`src/rtl/dio_pkg.sv`:
```
package dio_pkg;

   // Control word bit positions. A neighbour that writes these words depends on them.
   localparam int CW_MODE  = 7;
   localparam int CW_A_IN  = 4;
   localparam int CW_CH_IN = 3;
   localparam int CW_B_IN  = 1;
   localparam int CW_CL_IN = 0;

   typedef struct packed {
      logic a_in;
      logic b_in;
      logic ch_in;
      logic cl_in;
   } dio_dir_t;

   localparam dio_dir_t DIR_RESET = '{a_in: 1'b1, b_in: 1'b1, ch_in: 1'b1, cl_in: 1'b1};

   function automatic dio_dir_t decode_dir(input logic [7:0] w);
      dio_dir_t d;
      d.a_in  = w[CW_A_IN];
      d.b_in  = w[CW_B_IN];
      d.ch_in = w[CW_CH_IN];
      d.cl_in = w[CW_CL_IN];
      return d;
   endfunction

endpackage

```
`src/rtl/dio_ctrl.sv`:
```
module dio_ctrl
   import dio_pkg::*;
#(
   parameter int DATA_W = 8,
   localparam int IDX_W = $clog2(DATA_W)
) (
   input  logic              clk,
   input  logic              rst_n,
   input  logic              ctrl_we,
   input  logic [DATA_W-1:0] wdata,
   output dio_dir_t          dir,
   output logic              dir_we,
   output logic              bit_we,
   output logic [IDX_W-1:0]  bit_idx,
   output logic              bit_val
);

   assign dir_we  = ctrl_we &  wdata[CW_MODE];
   assign bit_we  = ctrl_we & ~wdata[CW_MODE];
   assign bit_idx = wdata[IDX_W:1];
   assign bit_val = wdata[0];

   always_ff @(posedge clk or negedge rst_n) begin
      if (!rst_n)      dir <= DIR_RESET;
      else if (dir_we) dir <= decode_dir(wdata[7:0]);
   end

   // a single-bit write leaves the directions alone
   p_bitset_keeps_dir_r6: assert property (@(posedge clk) disable iff (!rst_n)
      bit_we |=> $stable(dir));

endmodule

```
`src/rtl/dio_port.sv`:
```
module dio_port #(
   parameter int DATA_W      = 8,
   parameter bit SPLIT_DIR   = 1'b0,
   parameter bit HAS_BIT_SET = 1'b0,
   localparam int IDX_W = $clog2(DATA_W),
   localparam int HALF  = DATA_W / 2
) (
   input  logic              clk,
   input  logic              rst_n,
   input  logic              we,
   input  logic [DATA_W-1:0] wdata,
   input  logic              clr,
   input  logic              bit_we,
   input  logic [IDX_W-1:0]  bit_idx,
   input  logic              bit_val,
   input  logic              lo_in,
   input  logic              hi_in,
   input  logic [DATA_W-1:0] pin_in,
   output logic [DATA_W-1:0] latch,
   output logic [DATA_W-1:0] oe,
   output logic [DATA_W-1:0] rdata
);

   logic bit_we_eff;

   generate
      if (HAS_BIT_SET) begin : g_bitset
         assign bit_we_eff = bit_we;
         p_bit_write_r6: assert property (@(posedge clk) disable iff (!rst_n)
            (bit_we && !clr && !we) |=> latch[$past(bit_idx)] == $past(bit_val));
      end else begin : g_nobitset
         assign bit_we_eff = 1'b0;
      end

      if (SPLIT_DIR) begin : g_split
         assign oe = {{(DATA_W-HALF){~hi_in}}, {HALF{~lo_in}}};
      end else begin : g_whole
         assign oe = {DATA_W{~lo_in}};
      end
   endgenerate

   always_ff @(posedge clk or negedge rst_n) begin
      if (!rst_n)          latch <= '0;
      else if (clr)        latch <= '0;
      else if (we)         latch <= wdata;
      else if (bit_we_eff) latch[bit_idx] <= bit_val;
   end

   assign rdata = (latch & oe) | (pin_in & ~oe);

   p_port_write_r3: assert property (@(posedge clk) disable iff (!rst_n)
      (we && !clr) |=> latch == $past(wdata));
   p_clear_r5: assert property (@(posedge clk) disable iff (!rst_n)
      clr |=> latch == '0);

endmodule

```
`src/rtl/dio_group.sv`:
```
module dio_group
   import dio_pkg::*;
#(
   parameter int DATA_W = 8,
   localparam int NPORT = 3,
   localparam int GW    = NPORT * DATA_W,
   localparam int IDX_W = $clog2(DATA_W)
) (
   input  logic              clk,
   input  logic              rst_n,
   input  logic              sel_we,
   input  logic [1:0]        off,
   input  logic [DATA_W-1:0] wdata,
   input  logic [GW-1:0]     pin_in,
   output logic [GW-1:0]     pin_out,
   output logic [GW-1:0]     pin_oe,
   output logic [DATA_W-1:0] rdata
);

   dio_dir_t           dir;
   logic               dir_we, bit_we, bit_val;
   logic [IDX_W-1:0]   bit_idx;
   logic [DATA_W-1:0]  prd [NPORT];
   logic [NPORT-1:0]   lo_in, hi_in;

   dio_ctrl #(.DATA_W(DATA_W)) u_ctrl (
      .clk, .rst_n,
      .ctrl_we (sel_we && off == 2'd3),
      .wdata,
      .dir, .dir_we, .bit_we, .bit_idx, .bit_val
   );

   assign lo_in = {dir.cl_in, dir.b_in, dir.a_in};
   assign hi_in = {dir.ch_in, dir.b_in, dir.a_in};

   generate
      for (genvar p = 0; p < NPORT; p++) begin : g_port
         dio_port #(
            .DATA_W      (DATA_W),
            .SPLIT_DIR   (p == NPORT-1),
            .HAS_BIT_SET (p == NPORT-1)
         ) u_port (
            .clk, .rst_n,
            .we      (sel_we && off == 2'(p)),
            .wdata,
            .clr     (dir_we),
            .bit_we,
            .bit_idx,
            .bit_val,
            .lo_in   (lo_in[p]),
            .hi_in   (hi_in[p]),
            .pin_in  (pin_in [p*DATA_W +: DATA_W]),
            .latch   (pin_out[p*DATA_W +: DATA_W]),
            .oe      (pin_oe [p*DATA_W +: DATA_W]),
            .rdata   (prd[p])
         );
      end
   endgenerate

   always_comb begin
      rdata = '0;
      if (off != 2'd3) rdata = prd[off];
   end

   // direction word maps to the output enables of ports A and C-upper
   p_dir_word_r4: assert property (@(posedge clk) disable iff (!rst_n)
      dir_we |=> (pin_oe[DATA_W-1:0] == {DATA_W{~$past(wdata[CW_A_IN])}}) &&
                 (pin_oe[GW-1] == ~$past(wdata[CW_CH_IN])));

endmodule

```
`src/rtl/dio_dual_group.sv`:
```
module dio_dual_group #(
   parameter int NUM_GROUPS = 2,
   parameter int ADDR_W     = 4,
   parameter int DATA_W     = 8,
   localparam int GW    = 3 * DATA_W,
   localparam int PIN_W = NUM_GROUPS * GW,
   localparam int GRP_W = ADDR_W - 2
) (
   input  logic              clk,
   input  logic              rst_n,
   input  logic [ADDR_W-1:0] bus_addr,
   input  logic              bus_wr,
   input  logic [DATA_W-1:0] bus_wdata,
   output logic [DATA_W-1:0] bus_rdata,
   input  logic [PIN_W-1:0]  pin_in,
   output logic [PIN_W-1:0]  pin_out,
   output logic [PIN_W-1:0]  pin_oe
);

   generate
      if (DATA_W != 8) begin : g_bad_width
         $error("dio_dual_group: DATA_W must be 8");
      end
      if (4 * NUM_GROUPS > (1 << ADDR_W)) begin : g_bad_map
         $error("dio_dual_group: address space too small for NUM_GROUPS");
      end
   endgenerate

   logic [GRP_W-1:0]  grp;
   logic [1:0]        off;
   logic              mapped;
   logic [DATA_W-1:0] grd [NUM_GROUPS];

   assign grp    = bus_addr[ADDR_W-1:2];
   assign off    = bus_addr[1:0];
   assign mapped = (int'(grp) < NUM_GROUPS);

   generate
      for (genvar g = 0; g < NUM_GROUPS; g++) begin : g_grp
         dio_group #(.DATA_W(DATA_W)) u_grp (
            .clk, .rst_n,
            .sel_we  (bus_wr && mapped && int'(grp) == g),
            .off,
            .wdata   (bus_wdata),
            .pin_in  (pin_in [g*GW +: GW]),
            .pin_out (pin_out[g*GW +: GW]),
            .pin_oe  (pin_oe [g*GW +: GW]),
            .rdata   (grd[g])
         );
      end
   endgenerate

   always_comb begin
      bus_rdata = '0;
      for (int g = 0; g < NUM_GROUPS; g++)
         if (mapped && int'(grp) == g) bus_rdata = grd[g];
   end

   // writes outside the map leave every line untouched
   p_unmapped_ignored_r8: assert property (@(posedge clk) disable iff (!rst_n)
      (bus_wr && !mapped) |=> ($stable(pin_out) && $stable(pin_oe)));

endmodule

```
`config.mk`:
```
export PLATFORM = sky130hd
export DESIGN_NAME = dio_dual_group
export DESIGN_NICKNAME = d
export VERILOG_FILES = /design/src/rtl/dio_pkg.sv /design/src/rtl/dio_ctrl.sv /design/src/rtl/dio_port.sv /design/src/rtl/dio_group.sv /design/src/rtl/dio_dual_group.sv
export SDC_FILE = /design/constraint.sdc
export NUM_CORES = 1
export LEC_CHECK = 0
export BUFFER_PORTS_ARGS = -buffer_cell sky130_fd_sc_hd__buf_4
export CORE_ASPECT_RATIO = 0.75
export CORE_MARGIN = 2
export CORE_UTILIZATION = 45
export CTS_CLUSTER_SIZE = 14
export DETAILED_ROUTE_END_ITERATION = 8
export PLACE_DENSITY = 0.76
export SYNTH_ARGS = -nofsm -noshare
export SYNTH_HDL_FRONTEND = slang
export SYNTH_SLANG_ARGS = --single-unit
```
`constraint.sdc`:
```
create_clock -name clk -period 2.55 [get_ports clk]
set_clock_uncertainty 0.2 [all_clocks]
set_input_delay 0.51 -clock clk [delete_from_list [all_inputs] [get_ports clk]]
set_output_delay 0.51 -clock clk [all_outputs]
set_load 0.01 [all_outputs]
```
==> results.cfg <==
[outcome]
status = finished, violations left
violations = negative setup slack

[layout]
layout_common_cells = 175 x buf_4, 49 x nand2_1, 48 x dfrtp_1, 45 x mux2i_1, 37 x a21oi_1
area_growth_pct = 32.90
layout.cells.non_filler = 669
fin_util_pct = 61.36
n_fill_cell = 752
drive_above_1_share_pct = 40.46
diodes = 0
final_common_cell = buf_4
nets = 623

[sta]
setup_violations = 2
grt_setup_unrepaired = yes
period_share_pct = 100.3
min_period_ns = 2.558
setup_slack_ns = -0.008354
drv_slew = 0
worst_pin_slew_ns = 0.7123
hold_viol = 0
finalSetupTns_ns = -0.01306
timing.fmax_mhz = 390.9
max_slew_margin_pct = 52.52

[floorplan]
start_util_pct = 46.17
core.rowCount = 29
core_um2 = 8418
io-pin-count = 167
fp.dieW_um = 111.3
die_area_um2 = 9403
die_h_um = 84.48

[synth]
synth-seq-cells = 56
postSynthAreaPerCell_um2 = 8.694
synthCells = 447
yosys_warnings = 0
synth_cell_types = 41
syn-cell-area_um2 = 3886
synth_nets = 510
yosysSeqAreaShare_pct = 36.32

[global_route]
track_usage_pct = 25.70
grt_pass1_wl_um = 19140
antenna_found_initial = 0
first_global_vias = 3550
grt_max_degree = 57
overflow = 0

[min_path]
hp-class = in -> async

[cts]
clk_pin_slew_ns = 0.07
clkLatencyLatePin_ns = 0.29
cts_buffer_depth = 2
clock-sinks = 56
cts_max_level = 2
tritoncts = yes
cts_buffers = 5
clockRootBuffer = clkbuf_16

[critical_path]
startpoint_type = flip-flop
rrSetupSlack_ns = 1.23
critPathArrivalTime_ns = 1.85
required_ns = 1.84
worstSetupEndpointType = output pin
cp_max_fo = 6
crit_type = reg -> out

[pwr]
p_leak_nw = 2.583
p_total_mw = 3.533
max-vdd-ir-drop_mv = 0.3500
p_per_area_nw_per_um2 = 684.1

[placement]
port_buffers = 166
gp_congestion = 0.9007
hpwl_um = 9398
placedCellCount = 654
pre_cts_ws_ns = 0.09742

[routing]
drt_drc_violations_left = 0
drt_iter0_drc = 282
route.vias.total = 3867
firstDrtPassIters = 5
vias_per_cell = 5.780
wire_per_inst_um = 18.71
final_antenna_net_count = 0
wl_um = 12520

[flow_run]
maxCapViolCount = 0
where the power goes:
| group | total [mW] | internal, mW | switching (mW) |
|---|---|---|---|
| logic | 1.55 | 0.820 | 0.727 |
| registers | 1.28 | 1.08 | 0.192 |
| clock network | 0.709 | 0.392 | 0.316 |
cell usage after synthesis, drive strengths merged:
master   count  area [um^2]
or2          1        6.260
and3         2        12.51
o22ai       25        156.4
nand4bb      1        11.26
and4bb       1        12.51
mux2        16        180.2
nand3        3        20.02
nand4        1        12.51
inv         15        56.30
nor2b        2        12.51
a21o         1        7.510
dfrtp       48         1201
nor3         5        25.02
and4b        2        20.02
nor2        32        140.1
nand2       49        183.9
and3b        4        35.03
o21ai       29        145.1
buf         62        415.4
nand4b       1        8.760
o41ai        2        17.52
clkbuf      13        48.80
nor3b        4        35.03
nor4         3        18.77
nand3b       3        22.52
o31ai        5        37.54
o21a         4        30.03
dfstp        8        210.2
a31oi        1        6.260
mux2i       49        490.5
a211oi       6        45.04
or3          3        18.77
a22o         1        8.760
a21oi       38        190.2
nand2b       7        43.79
cell families (layout without fill, tap and decap cells):
group / after synthesis / count (layout) / synth area share (%)
buf+inv: 90 / 204 / 13.39
compound gates: 112 / 112 / 16.58
mux: 65 / 65 / 17.26
flops: 56 / 56 / 36.32
simple gates: 124 / 124 / 16.45
routing by layer:
| metal | global-route usage, % | vias up | share of wire (%) | wire (um) |
|---|---|---|---|---|
| met2 | 41.35 | 212 | 46 | 5776 |
| met1 | 37.25 | 1882 | 44 | 5536 |
| met4 | 5.612 | 0 | 1.2 | 153 |
| met5 | 0 | - | 0 | 0 |
| met3 | 3.610 | 15 | 8.4 | 1050 |
| li1 | - | 1758 | - | - |
area by class of cell:
type	count	area [um^2]	area share (%)
Inverter	15	56.30	1.090
Clock buffer	7	142.6	2.762
Tap cell	108	135.1	2.616
Timing Repair Buffer	181	1413	27.35
Clock inverter	1	7.507	0.1453
Sequential cell	56	1411	27.33
Multi-Input combinational cell	301	1999	38.71
worst max-delay path, stage by stage (launching register included):
cell and delay, ns:
dfstp_2 0.64, buf_12 0.14, mux2i_2 0.20, o22ai_1 0.11
a21oi_1 0.18, o22ai_2 0.10, buf_4 0.17
registers in the layout, summed over array words and instances, names as in the netlist:
signal	flops
g_grp.u_grp.g_port.u_port.latch	48
g_grp.u_grp.u_ctrl.dir	8
per-stage QoR:
| stage | hold WS, ns | cell area [um^2] |
|---|---|---|
| finish | 0.05575 | 5165 |
| global route | 0.1266 | 5165 |
| CTS | 0.09534 | 5092 |
| detailed placement | 0.2924 | 4887 |
| global placement | 0.2857 | 4887 |
| floorplan | 0.01441 | 3886 |
timing repair:
item,in CTS,in global routing
pin swaps,0,5
hold buffers,0,0
gates resized for setup,0,8
endpoints found under the setup margin,3,8
setup buffers,4,3
final timing paths:
kind                                                               start                                  endpoint  cells after the start
worst max-delay path                        g_grp[1].u_grp.u_ctrl.dir[2]                              bus_rdata[6]                      6
worst min-delay path                                               rst_n  g_grp[1].u_grp.g_port[0].u_port.latch[0]                      1
worst max register to register              g_grp[0].u_grp.u_ctrl.dir[2]              g_grp[0].u_grp.u_ctrl.dir[2]                      2
worst min register to register  g_grp[1].u_grp.g_port[2].u_port.latch[6]  g_grp[1].u_grp.g_port[2].u_port.latch[6]                      2
max in group asynchronous                                          rst_n  g_grp[0].u_grp.g_port[2].u_port.latch[2]                      1
min in group clk                                            bus_wdata[4]              g_grp[1].u_grp.u_ctrl.dir[3]                      3
Power figures use the tool's default switching activity.
